### src/rtl/fcd_pkg.sv
package fcd_pkg;

  // Steps of the multi-write command walk
  typedef enum logic [2:0] {
    ST_IDLE,
    ST_KEY1_OK,
    ST_KEY2_OK,
    ST_PGM_DATA,
    ST_ERS_ARM,
    ST_ERS_KEY1,
    ST_ERS_KEY2
  } seq_st_t;

  // Only this many low address bits take part in unlock matching
  localparam int CMP_W = 15;
  localparam logic [CMP_W-1:0] KEY_ADDR_A = 15'h5555;
  localparam logic [CMP_W-1:0] KEY_ADDR_B = 15'h2AAA;

  localparam logic [7:0] CB_KEY_A   = 8'hAA;
  localparam logic [7:0] CB_KEY_B   = 8'h55;
  localparam logic [7:0] CB_IDENT   = 8'h90;
  localparam logic [7:0] CB_TO_READ = 8'hF0;
  localparam logic [7:0] CB_PGM     = 8'hA0;
  localparam logic [7:0] CB_ERS_ARM = 8'h80;
  localparam logic [7:0] CB_SECTOR  = 8'h30;
  localparam logic [7:0] CB_HOLD    = 8'hB0;
  localparam logic [7:0] CB_GO      = 8'h30;

  // Combinational command recognition from the sequencer
  typedef struct packed {
    logic ident;
    logic to_read;
    logic pgm;
    logic ers;
    logic hold;
    logic go;
  } hit_t;

endpackage

### src/rtl/fcd_seq.sv
module fcd_seq
  import fcd_pkg::*;
(
  input  logic             clk,
  input  logic             rst,
  input  logic             wr_en,
  input  logic [CMP_W-1:0] addr_lo,
  input  logic [7:0]       cmd,
  output hit_t             hit
);

  seq_st_t st_q, st_d;
  logic    at_a, at_b, key_a, key_b;

  assign at_a  = (addr_lo == KEY_ADDR_A);
  assign at_b  = (addr_lo == KEY_ADDR_B);
  assign key_a = at_a && (cmd == CB_KEY_A);
  assign key_b = at_b && (cmd == CB_KEY_B);

  always_comb begin
    st_d = st_q;
    hit  = '0;
    if (wr_en) begin
      // any mismatch falls back to idle unless a branch says otherwise
      st_d = ST_IDLE;
      if (cmd == CB_TO_READ && st_q != ST_PGM_DATA) begin
        hit.to_read = 1'b1;
      end else begin
        unique case (st_q)
          ST_IDLE: begin
            if (key_a)                 st_d = ST_KEY1_OK;
            else if (cmd == CB_HOLD)   hit.hold = 1'b1;
            else if (cmd == CB_GO)     hit.go = 1'b1;
          end
          ST_KEY1_OK: begin
            if (key_b) st_d = ST_KEY2_OK;
          end
          ST_KEY2_OK: begin
            if (at_a) begin
              if (cmd == CB_IDENT)        hit.ident = 1'b1;
              else if (cmd == CB_PGM)     st_d = ST_PGM_DATA;
              else if (cmd == CB_ERS_ARM) st_d = ST_ERS_ARM;
            end
          end
          ST_PGM_DATA: hit.pgm = 1'b1;
          ST_ERS_ARM: begin
            if (key_a) st_d = ST_ERS_KEY1;
          end
          ST_ERS_KEY1: begin
            if (key_b) st_d = ST_ERS_KEY2;
          end
          ST_ERS_KEY2: begin
            if (cmd == CB_SECTOR) hit.ers = 1'b1;
          end
          default: st_d = ST_IDLE;
        endcase
      end
    end
  end

  always_ff @(posedge clk) begin
    if (rst) st_q <= ST_IDLE;
    else     st_q <= st_d;
  end

endmodule

### src/rtl/fcd_ctl.sv
module fcd_ctl
  import fcd_pkg::*;
#(
  parameter int ADDR_W = 20,
  parameter int DATA_W = 16
) (
  input  logic              clk,
  input  logic              rst,
  input  hit_t              hit,
  input  logic              erase_busy,
  input  logic [ADDR_W-1:0] wr_addr,
  input  logic [DATA_W-1:0] wr_data,
  output logic              id_enter_p,
  output logic              reset_p,
  output logic              prog_p,
  output logic [ADDR_W-1:0] prog_addr,
  output logic [DATA_W-1:0] prog_data,
  output logic              erase_p,
  output logic [ADDR_W-1:0] erase_addr,
  output logic              suspend_p,
  output logic              resume_p,
  output logic              id_mode,
  output logic              suspended
);

  logic take_hold, take_go;

  // suspend/resume qualified by erase activity and current hold state
  assign take_hold = hit.hold && erase_busy && !suspended;
  assign take_go   = hit.go && suspended;

  always_ff @(posedge clk) begin
    if (rst) begin
      id_enter_p <= 1'b0;
      reset_p    <= 1'b0;
      prog_p     <= 1'b0;
      erase_p    <= 1'b0;
      suspend_p  <= 1'b0;
      resume_p   <= 1'b0;
      id_mode    <= 1'b0;
      suspended  <= 1'b0;
      prog_addr  <= '0;
      prog_data  <= '0;
      erase_addr <= '0;
    end else begin
      id_enter_p <= hit.ident;
      reset_p    <= hit.to_read;
      prog_p     <= hit.pgm;
      erase_p    <= hit.ers;
      suspend_p  <= take_hold;
      resume_p   <= take_go;
      if (hit.ident)        id_mode <= 1'b1;
      else if (hit.to_read) id_mode <= 1'b0;
      if (take_hold)        suspended <= 1'b1;
      else if (take_go)     suspended <= 1'b0;
      if (hit.pgm) begin
        prog_addr <= wr_addr;
        prog_data <= wr_data;
      end
      if (hit.ers) erase_addr <= wr_addr;
    end
  end

endmodule

### src/rtl/fcd_rdpath.sv
module fcd_rdpath #(
  parameter int              ADDR_W  = 20,
  parameter int              DATA_W  = 16,
  parameter logic [DATA_W-1:0] MFR_ID  = 16'h005A,
  parameter logic [DATA_W-1:0] DEV_ID0 = 16'h2A11,
  parameter logic [DATA_W-1:0] DEV_ID1 = 16'h2A22,
  parameter logic [DATA_W-1:0] DEV_ID2 = 16'h2A33
) (
  input  logic              clk,
  input  logic              rst,
  input  logic              rd_en,
  input  logic [ADDR_W-1:0] rd_addr,
  input  logic              id_mode,
  input  logic [DATA_W-1:0] arr_rdata,
  output logic [DATA_W-1:0] rd_data,
  output logic              rd_valid
);

  localparam int ID_WORDS = 4;
  localparam int OFS_W    = $clog2(ID_WORDS);

  localparam logic [DATA_W-1:0] ID_TAB [ID_WORDS] = '{MFR_ID, DEV_ID0, DEV_ID1, DEV_ID2};

  logic [OFS_W-1:0]  ofs;
  logic              in_range;
  logic [DATA_W-1:0] id_word;

  assign ofs      = rd_addr[OFS_W-1:0];
  assign in_range = (rd_addr[ADDR_W-1:OFS_W] == '0);
  assign id_word  = in_range ? ID_TAB[ofs] : '0;

  always_ff @(posedge clk) begin
    if (rst) rd_valid <= 1'b0;
    else     rd_valid <= rd_en;
  end

  // data register kept free of reset so it maps onto a RAM/ROM output register
  always_ff @(posedge clk) begin
    if (rd_en) rd_data <= id_mode ? id_word : arr_rdata;
  end

endmodule

### src/rtl/flash_cmd_decoder.sv
module flash_cmd_decoder
  import fcd_pkg::*;
#(
  parameter int                ADDR_W  = 20,
  parameter int                DATA_W  = 16,
  parameter logic [DATA_W-1:0] MFR_ID  = 16'h005A,
  parameter logic [DATA_W-1:0] DEV_ID0 = 16'h2A11,
  parameter logic [DATA_W-1:0] DEV_ID1 = 16'h2A22,
  parameter logic [DATA_W-1:0] DEV_ID2 = 16'h2A33
) (
  input  logic              clk,
  input  logic              rst,
  input  logic              wr_en,
  input  logic [ADDR_W-1:0] wr_addr,
  input  logic [DATA_W-1:0] wr_data,
  input  logic              erase_busy,
  input  logic              rd_en,
  input  logic [ADDR_W-1:0] rd_addr,
  input  logic [DATA_W-1:0] arr_rdata,
  output logic [DATA_W-1:0] rd_data,
  output logic              rd_valid,
  output logic              id_enter_p,
  output logic              reset_p,
  output logic              prog_p,
  output logic [ADDR_W-1:0] prog_addr,
  output logic [DATA_W-1:0] prog_data,
  output logic              erase_p,
  output logic [ADDR_W-1:0] erase_addr,
  output logic              suspend_p,
  output logic              resume_p,
  output logic              id_mode,
  output logic              suspended
);

  hit_t hit;

  fcd_seq u_seq (
    .clk     (clk),
    .rst     (rst),
    .wr_en   (wr_en),
    .addr_lo (wr_addr[CMP_W-1:0]),
    .cmd     (wr_data[7:0]),
    .hit     (hit)
  );

  fcd_ctl #(.ADDR_W(ADDR_W), .DATA_W(DATA_W)) u_ctl (
    .clk        (clk),
    .rst        (rst),
    .hit        (hit),
    .erase_busy (erase_busy),
    .wr_addr    (wr_addr),
    .wr_data    (wr_data),
    .id_enter_p (id_enter_p),
    .reset_p    (reset_p),
    .prog_p     (prog_p),
    .prog_addr  (prog_addr),
    .prog_data  (prog_data),
    .erase_p    (erase_p),
    .erase_addr (erase_addr),
    .suspend_p  (suspend_p),
    .resume_p   (resume_p),
    .id_mode    (id_mode),
    .suspended  (suspended)
  );

  fcd_rdpath #(
    .ADDR_W (ADDR_W), .DATA_W (DATA_W),
    .MFR_ID (MFR_ID), .DEV_ID0(DEV_ID0), .DEV_ID1(DEV_ID1), .DEV_ID2(DEV_ID2)
  ) u_rd (
    .clk       (clk),
    .rst       (rst),
    .rd_en     (rd_en),
    .rd_addr   (rd_addr),
    .id_mode   (id_mode),
    .arr_rdata (arr_rdata),
    .rd_data   (rd_data),
    .rd_valid  (rd_valid)
  );

endmodule

### config.mk
export PLATFORM = sky130hd
export DESIGN_NAME = flash_cmd_decoder
export DESIGN_NICKNAME = d
export VERILOG_FILES = /design/src/rtl/fcd_pkg.sv /design/src/rtl/fcd_seq.sv /design/src/rtl/fcd_ctl.sv /design/src/rtl/fcd_rdpath.sv /design/src/rtl/flash_cmd_decoder.sv
export SDC_FILE = /design/constraint.sdc
export NUM_CORES = 1
export LEC_CHECK = 0
export ABC_AREA = 1
export ABC_CLOCK_PERIOD_IN_PS = 1300
export BUFFER_PORTS_ARGS = -buffer_cell sky130_fd_sc_hd__clkbuf_2
export CAP_MARGIN = 20
export CORE_MARGIN = 8
export CORE_UTILIZATION = 42
export CTS_CLUSTER_SIZE = 40
export DETAILED_ROUTE_END_ITERATION = 12
export PLACE_DENSITY = 0.74
export SLEW_MARGIN = 20
export SYNTH_ARGS = -nofsm -noshare
export SYNTH_HDL_FRONTEND = slang
export SYNTH_SLANG_ARGS = --single-unit
### constraint.sdc
create_clock -name clk -period 1.3 [get_ports clk]
set_input_delay 0.325 -clock clk [delete_from_list [all_inputs] [get_ports clk]]
set_output_delay 0.325 -clock clk [all_outputs]
set_load 0.1 [all_outputs]
Word-level counts from Yosys, hierarchy flattened
Index checks and enable logic that the tools add are counted.
{ "word_totals": {"memories": 0, "elab_cells": 77, "output_inout_bits": 81, "latchBits": 0, "mem_bits_rw": 0, "input_bits": 77, "reg_bits": 84, "mem_bits_ro": 0} }
{ "classes": {"shifts": 0, "reduce_logical": 11, "n_mul": 0, "n_div": 0, "eq_ne": 17, "order_cmp": 1, "n_bitwise": 1, "n_mux": 33, "addsub": 0} }
{ "op_table": {"columns": ["cell", "count"], "rows": [
  ["16-bit 2-to-1 mux", 4],
  ["8-bit == test (second input constant)", 6],
  ["16-bit binary-select mux with 2-bit select", 1],
  ["3-bit 2-to-1 mux", 7],
  ["18-bit logical NOT", 1],
  ["15-bit by 14-bit == test with 1-bit output (second input constant)", 1],
  ["15-bit == test (second input constant)", 1],
  ["1-bit 2-to-1 mux", 15],
  ["3-bit one-hot mux with 5 select lines", 1],
  ["3-bit == test (second input constant)", 3],
  ["8-bit by 6-bit == test with 1-bit output (second input constant)", 1],
  ["8-bit by 7-bit == test with 1-bit output (second input constant)", 1],
  ["3-bit by 2-bit == test with 1-bit output (second input constant)", 2],
  ["1-bit logical AND", 6],
  ["2-bit 2-to-1 mux", 3],
  ["6-bit 2-to-1 mux", 1],
  ["4-bit 2-to-1 mux", 1],
  ["2-bit nonzero test", 2],
  ["3-bit by 1-bit == test with 1-bit output (second input constant)", 1],
  ["3-bit greater-or-equal comparator (second input constant)", 1],
  ["3-bit logical NOT", 1],
  ["3-bit by 2-bit inequality test with 1-bit output (second input constant)", 1],
  ["2-bit NOT with 3-bit output", 1],
  ["1-bit logical NOT", 1]
]} }

Logic depth before layout (Yosys ltp)
{ "logic_depth": {"word_depth": 10, "mapped_depth": 9, "ltp_nobuf": 9} }

Cells and area by module
From an unflattened synthesis, not the netlist that was laid out.
{ "hier_totals": {"cells_unflattened": 566, "area_unflattened_um2": 3857.4} }
{ "by_module_without_submodules": {"columns": ["mod", "cells_each", "area_per_inst_um2", "n_inst", "seq_area_each_um2"], "rows": [
  ["fcd_ctl", 363, 2446.1, 1, 1281.2],
  ["fcd_rdpath", 86, 845.8, 1, 500.5],
  ["fcd_seq", 117, 565.5, 1, 60.1]
]} }

Worst setup path after synthesis
Ideal clock, no wire load.
{ "synth_path": {"path_kind": "reg2reg", "startpoint": "reg u_ctl.id_mode", "endpoint": "reg u_rd.rd_data[1] (data pin)", "path_buffers": 1, "arrival_time_ns": 1.872, "t_required_ns": 1.170, "path_stages_with_launch": 6, "path_slack_ns": -0.702, "synth_period_minus_slack_ns": 2.002, "setup_ns": 0.130, "cell_sequence": "dfxtp_1 buf_2 clkinv_1 nor2_1 o21ai_0 nand2_1"} }
{ "synth_between": {"elab_chain_len": 1} }
{ "synth_rtl": {"columns": ["item", "line_no", "rtl"], "rows": [
  ["start, declared", "fcd_ctl.sv:22", "output logic id_mode,"],
  ["start signal, assigned", "fcd_ctl.sv:40", "id_mode <= 1'b0;"],
  ["start signal, assigned", "fcd_ctl.sv:52", "if (hit.ident) id_mode <= 1'b1;"],
  ["start signal, assigned", "fcd_ctl.sv:53", "else if (hit.to_read) id_mode <= 1'b0;"],
  ["16-bit 2-to-1 mux", "fcd_rdpath.sv:39", "if (rd_en) rd_data <= id_mode ? id_word : arr_rdata;"],
  ["end signal, assigned", "fcd_rdpath.sv:39", null],
  ["end, declared", "fcd_rdpath.sv:15", "output logic [DATA_W-1:0] rd_data,"]
]} }
No other way between the ends.
A chain may end at the register's enable or synchronous reset.

Final worst setup path
{ "layout_path": {"startpoint": "in wr_data[3]", "endpoint": "reg u_ctl.erase_addr[7]"} }
{ "layout_between": {"elab_chain_len": 5, "elab_cells_between_ends": 7, "cone_classes": "2 x eq/ne; 4 x mux; 1 x reduce/logical"} }
{ "layout_rtl": {"columns": ["item", "line_no", "rtl"], "rows": [
  ["start, declared", "flash_cmd_decoder.sv:15", "input logic [DATA_W-1:0] wr_data,"],
  ["8-bit by 6-bit == test with 1-bit output", "fcd_seq.sv:53", "if (cmd == CB_SECTOR) hit.ers = 1'b1;"],
  ["1-bit 2-to-1 mux", "fcd_seq.sv:53", null],
  ["1-bit 2-to-1 mux", "fcd_seq.sv:29", "unique case (st_q)"],
  ["4-bit 2-to-1 mux (*)", "fcd_seq.sv:26", "if (cmd == CB_TO_READ && st_q != ST_PGM_DATA) begin"],
  ["6-bit 2-to-1 mux (*)", "fcd_seq.sv:23", "if (wr_en) begin"],
  ["end signal, assigned", "fcd_ctl.sv:60", "if (hit.ers) erase_addr <= wr_addr;"],
  ["end, declared", "fcd_ctl.sv:19", "output logic [ADDR_W-1:0] erase_addr,"]
]} }
Every way passes the cells marked *; elsewhere a longest branch is shown, timed or not.

==> results.toml <==
[status]
status = "complete, but fails checks"
violations = "negative setup slack"

[floorplanning]
die-area_um2 = 11600
die_w_um = 108
ios = 158
die_y_um = 108
core_area_um2 = 8180
initial_core_util = 0.431
placementRows = 33

[yosys]
synth.area.top_cells = "dfxtp_1 (39%), edfxtp_1 (14%), nand2_1 (11%), nor2_1 (9.1%), nand3_1 (7.0%)"
syn_inst = 469
synth-edff-count = 16
yosys_warnings = 0
synth_flop_cell = "dfxtp_1"
synth.most_common_cell = "nand2_1"
synth_area_per_cell_um2 = 7.52
async_flop_share = 0
ys_top_cells_by_count = "nand2_1 (100), nor2_1 (85), dfxtp_1 (68)"
syn_nets = 546
synth-seq-cells = 84
ys_seq_area_frac = 0.523
synth_top_area_cell = "dfxtp_1"
synth_top_area_share = 0.386
ys_types = 20
syn_area_um2 = 3520

[setup_path]
slowest_stage = "nor4_1"
cpPeakStageDelay_ns = 0.42
critPathRequiredTime_ns = 1.56
cp.arrival_ns = 1.83
worst_setup_path_end_kind = "flop"
worst-path-buf-inv = 2
critical_path_class = "in -> reg"
cp_max_fo = 6
cp-start-kind = "input pin"
crit_chain = "clkbuf_2 -> nor2_1 -> nand2_1 -> nor4_1 -> nand2_2 -> buf_4 -> o21ai_1 -> nor2_1"
crit_top_cell = "nor2_1"
crit_family = "simple AND/OR/NAND/NOR gates"

[timing]
tightestPinTransition_ns = 0.528
setup_ws_ns = -0.276
hold_violations = 0
setup_viol = 76
max-slew-margin-rel = 0.644
grt_setup_unrepaired = "true"
fin_crit_sh = 1.21
fin_skew_ns = 0.00810
drv_slew = 0
post-route-min-period_ns = 1.58
fmaxAchievable_mhz = 635
tns_ns = -9.11
hold_ws_ns = 0.198

[grt]
grt_max_degree = 40
grt_pass1_wl_mm = 21.4
overflow = 0
antenna_found_initial = 0
grt_use_total = 0.233
grt_pass1_vias = 4453

[clock_tree]
clockBufferDepth = 2
cts_tree = "built"
hold_buffers = 0
cts_buffers = 9
h-tree-depth = 3
cts-root-buf = "clkbuf_8"
clock_latency_ns = 0.37
clock_sinks = 84
path_clk_slew_ns = 0.09

[detailed_routing]
drt-wirelength-per-cell_um = 18.5
drc_errors = 0
antenna_left = 0
wirelength_mm = 14.7
vias_per_cell = 5.35
drtPass1Iterations = 4
vias = 4260
drt_iter0_drc = 229

[final_layout]
n_antenna_cell = 0
regArea_um2 = 1920
area_growth_pct = 95.7
n_fill_cell = 438
multiInputGateArea_um2 = 1750
layout.nets = 763
drive_above_1_share = 0.547
stdcell_area_um2 = 6900

[placed_design]
gp_congestion = 0.862
port_buffers = 157
post_dp_cell_area_um2 = 6020
hpwl_mm = 9.88

[power_and_ir_drop]
ir_drop_mv = 0.683
p_total_mw = 5.84
powerDensity_nw_per_um2 = 847
leakage_nw = 2.89

[job]
cap_viol_max_count = 0

[min_path]
hold_path_class = "in -> reg"
per-stage QoR:
stage               utilization  std cells  setup slack (ns)
finish                    0.844        796            -0.276
global route              0.844        796            -0.395
CTS                       0.807        796            -0.156
detailed placement        0.736        766            -0.316
global placement          0.736        766            -0.184
floorplan                     -        469           -0.0178
power breakdown:
part / switching, mW / internal [mW] / total (mW)
sequential: 0.0277 / 2.68 / 2.71
combinational: 0.521 / 0.327 / 0.847
clock: 0.999 / 1.29 / 2.29
area by class of cell:
type	count	share of cell area
Inverter	40	0.0223
Tap cell	105	0.0190
Clock inverter	7	0.0178
Sequential cell	84	0.278
Timing Repair Buffer	229	0.391
Multi-Input combinational cell	322	0.254
Clock buffer	9	0.0180
placed cells by master (no fill, tap or decap), types with 21 or more instances in the layout:
cell type,n
nand3_1,47
clkbuf_2,76
nand2_1,63
buf_4,53
a21oi_2,21
nor2_1,82
nand2_2,25
buf_12,83
inv_1,35
dfxtp_2,50
per-layer routing:
layer,track usage,up-vias,share of wire
met1,0.232,2031,0.36
met2,0.419,210,0.51
met5,0,-,0
li1,-,1969,-
met4,0.0981,0,0.036
met3,0.0916,50,0.099
path summary, 6_finish.rpt:
| check | startpoint | endpoint | slack, ns | cells past startpoint |
|---|---|---|---|---|
| setup / recovery | wr_data[3] | u_ctl.erase_addr[7] | -0.28 | 8 |
| hold / removal | wr_data[9] | u_ctl.prog_data[9] | 0.20 | 3 |
| setup reg to reg | u_seq.st_q[1] | u_ctl.prog_addr[15] | -0.16 | 9 |
| hold reg to reg | u_ctl.prog_addr[2] | u_ctl.prog_addr[2] | 0.48 | 2 |
state kept, by name (all words and copies together), names as in the netlist:
signal and count:
u_ctl.id_mode 1, u_ctl.erase_addr 20, u_ctl.id_enter_p 1, u_rd.rd_data 16
u_ctl.reset_p 1, u_seq.st_q 3, u_ctl.prog_data 16, u_ctl.suspended 1
u_ctl.prog_p 1, u_ctl.suspend_p 1, u_ctl.prog_addr 20, u_ctl.erase_p 1
u_ctl.resume_p 1, u_rd.rd_valid 1
timing repair:
item / CTS / global route
buffers inserted: 10 / 0
gates resized for setup: 77 / 104
pin swaps: 12 / 16
endpoints found under the setup margin: 81 / 122
gates cloned: 4 / 2
worst min-delay path: cells and delay by family:
family | cells | cell delay, ns
compound gates | 1 | 0.06
buf+inv | 1 | 0.08
simple gates | 1 | 0.07
cell families after synthesis:
kind of cell           after synthesis  synth area share
buffers and inverters               63            0.0753
and+or+nand+nor                    259             0.311
AOI/OAI and AO/OA                   63            0.0912
DFF                                 84             0.523
Power figures use the tool's default switching activity.
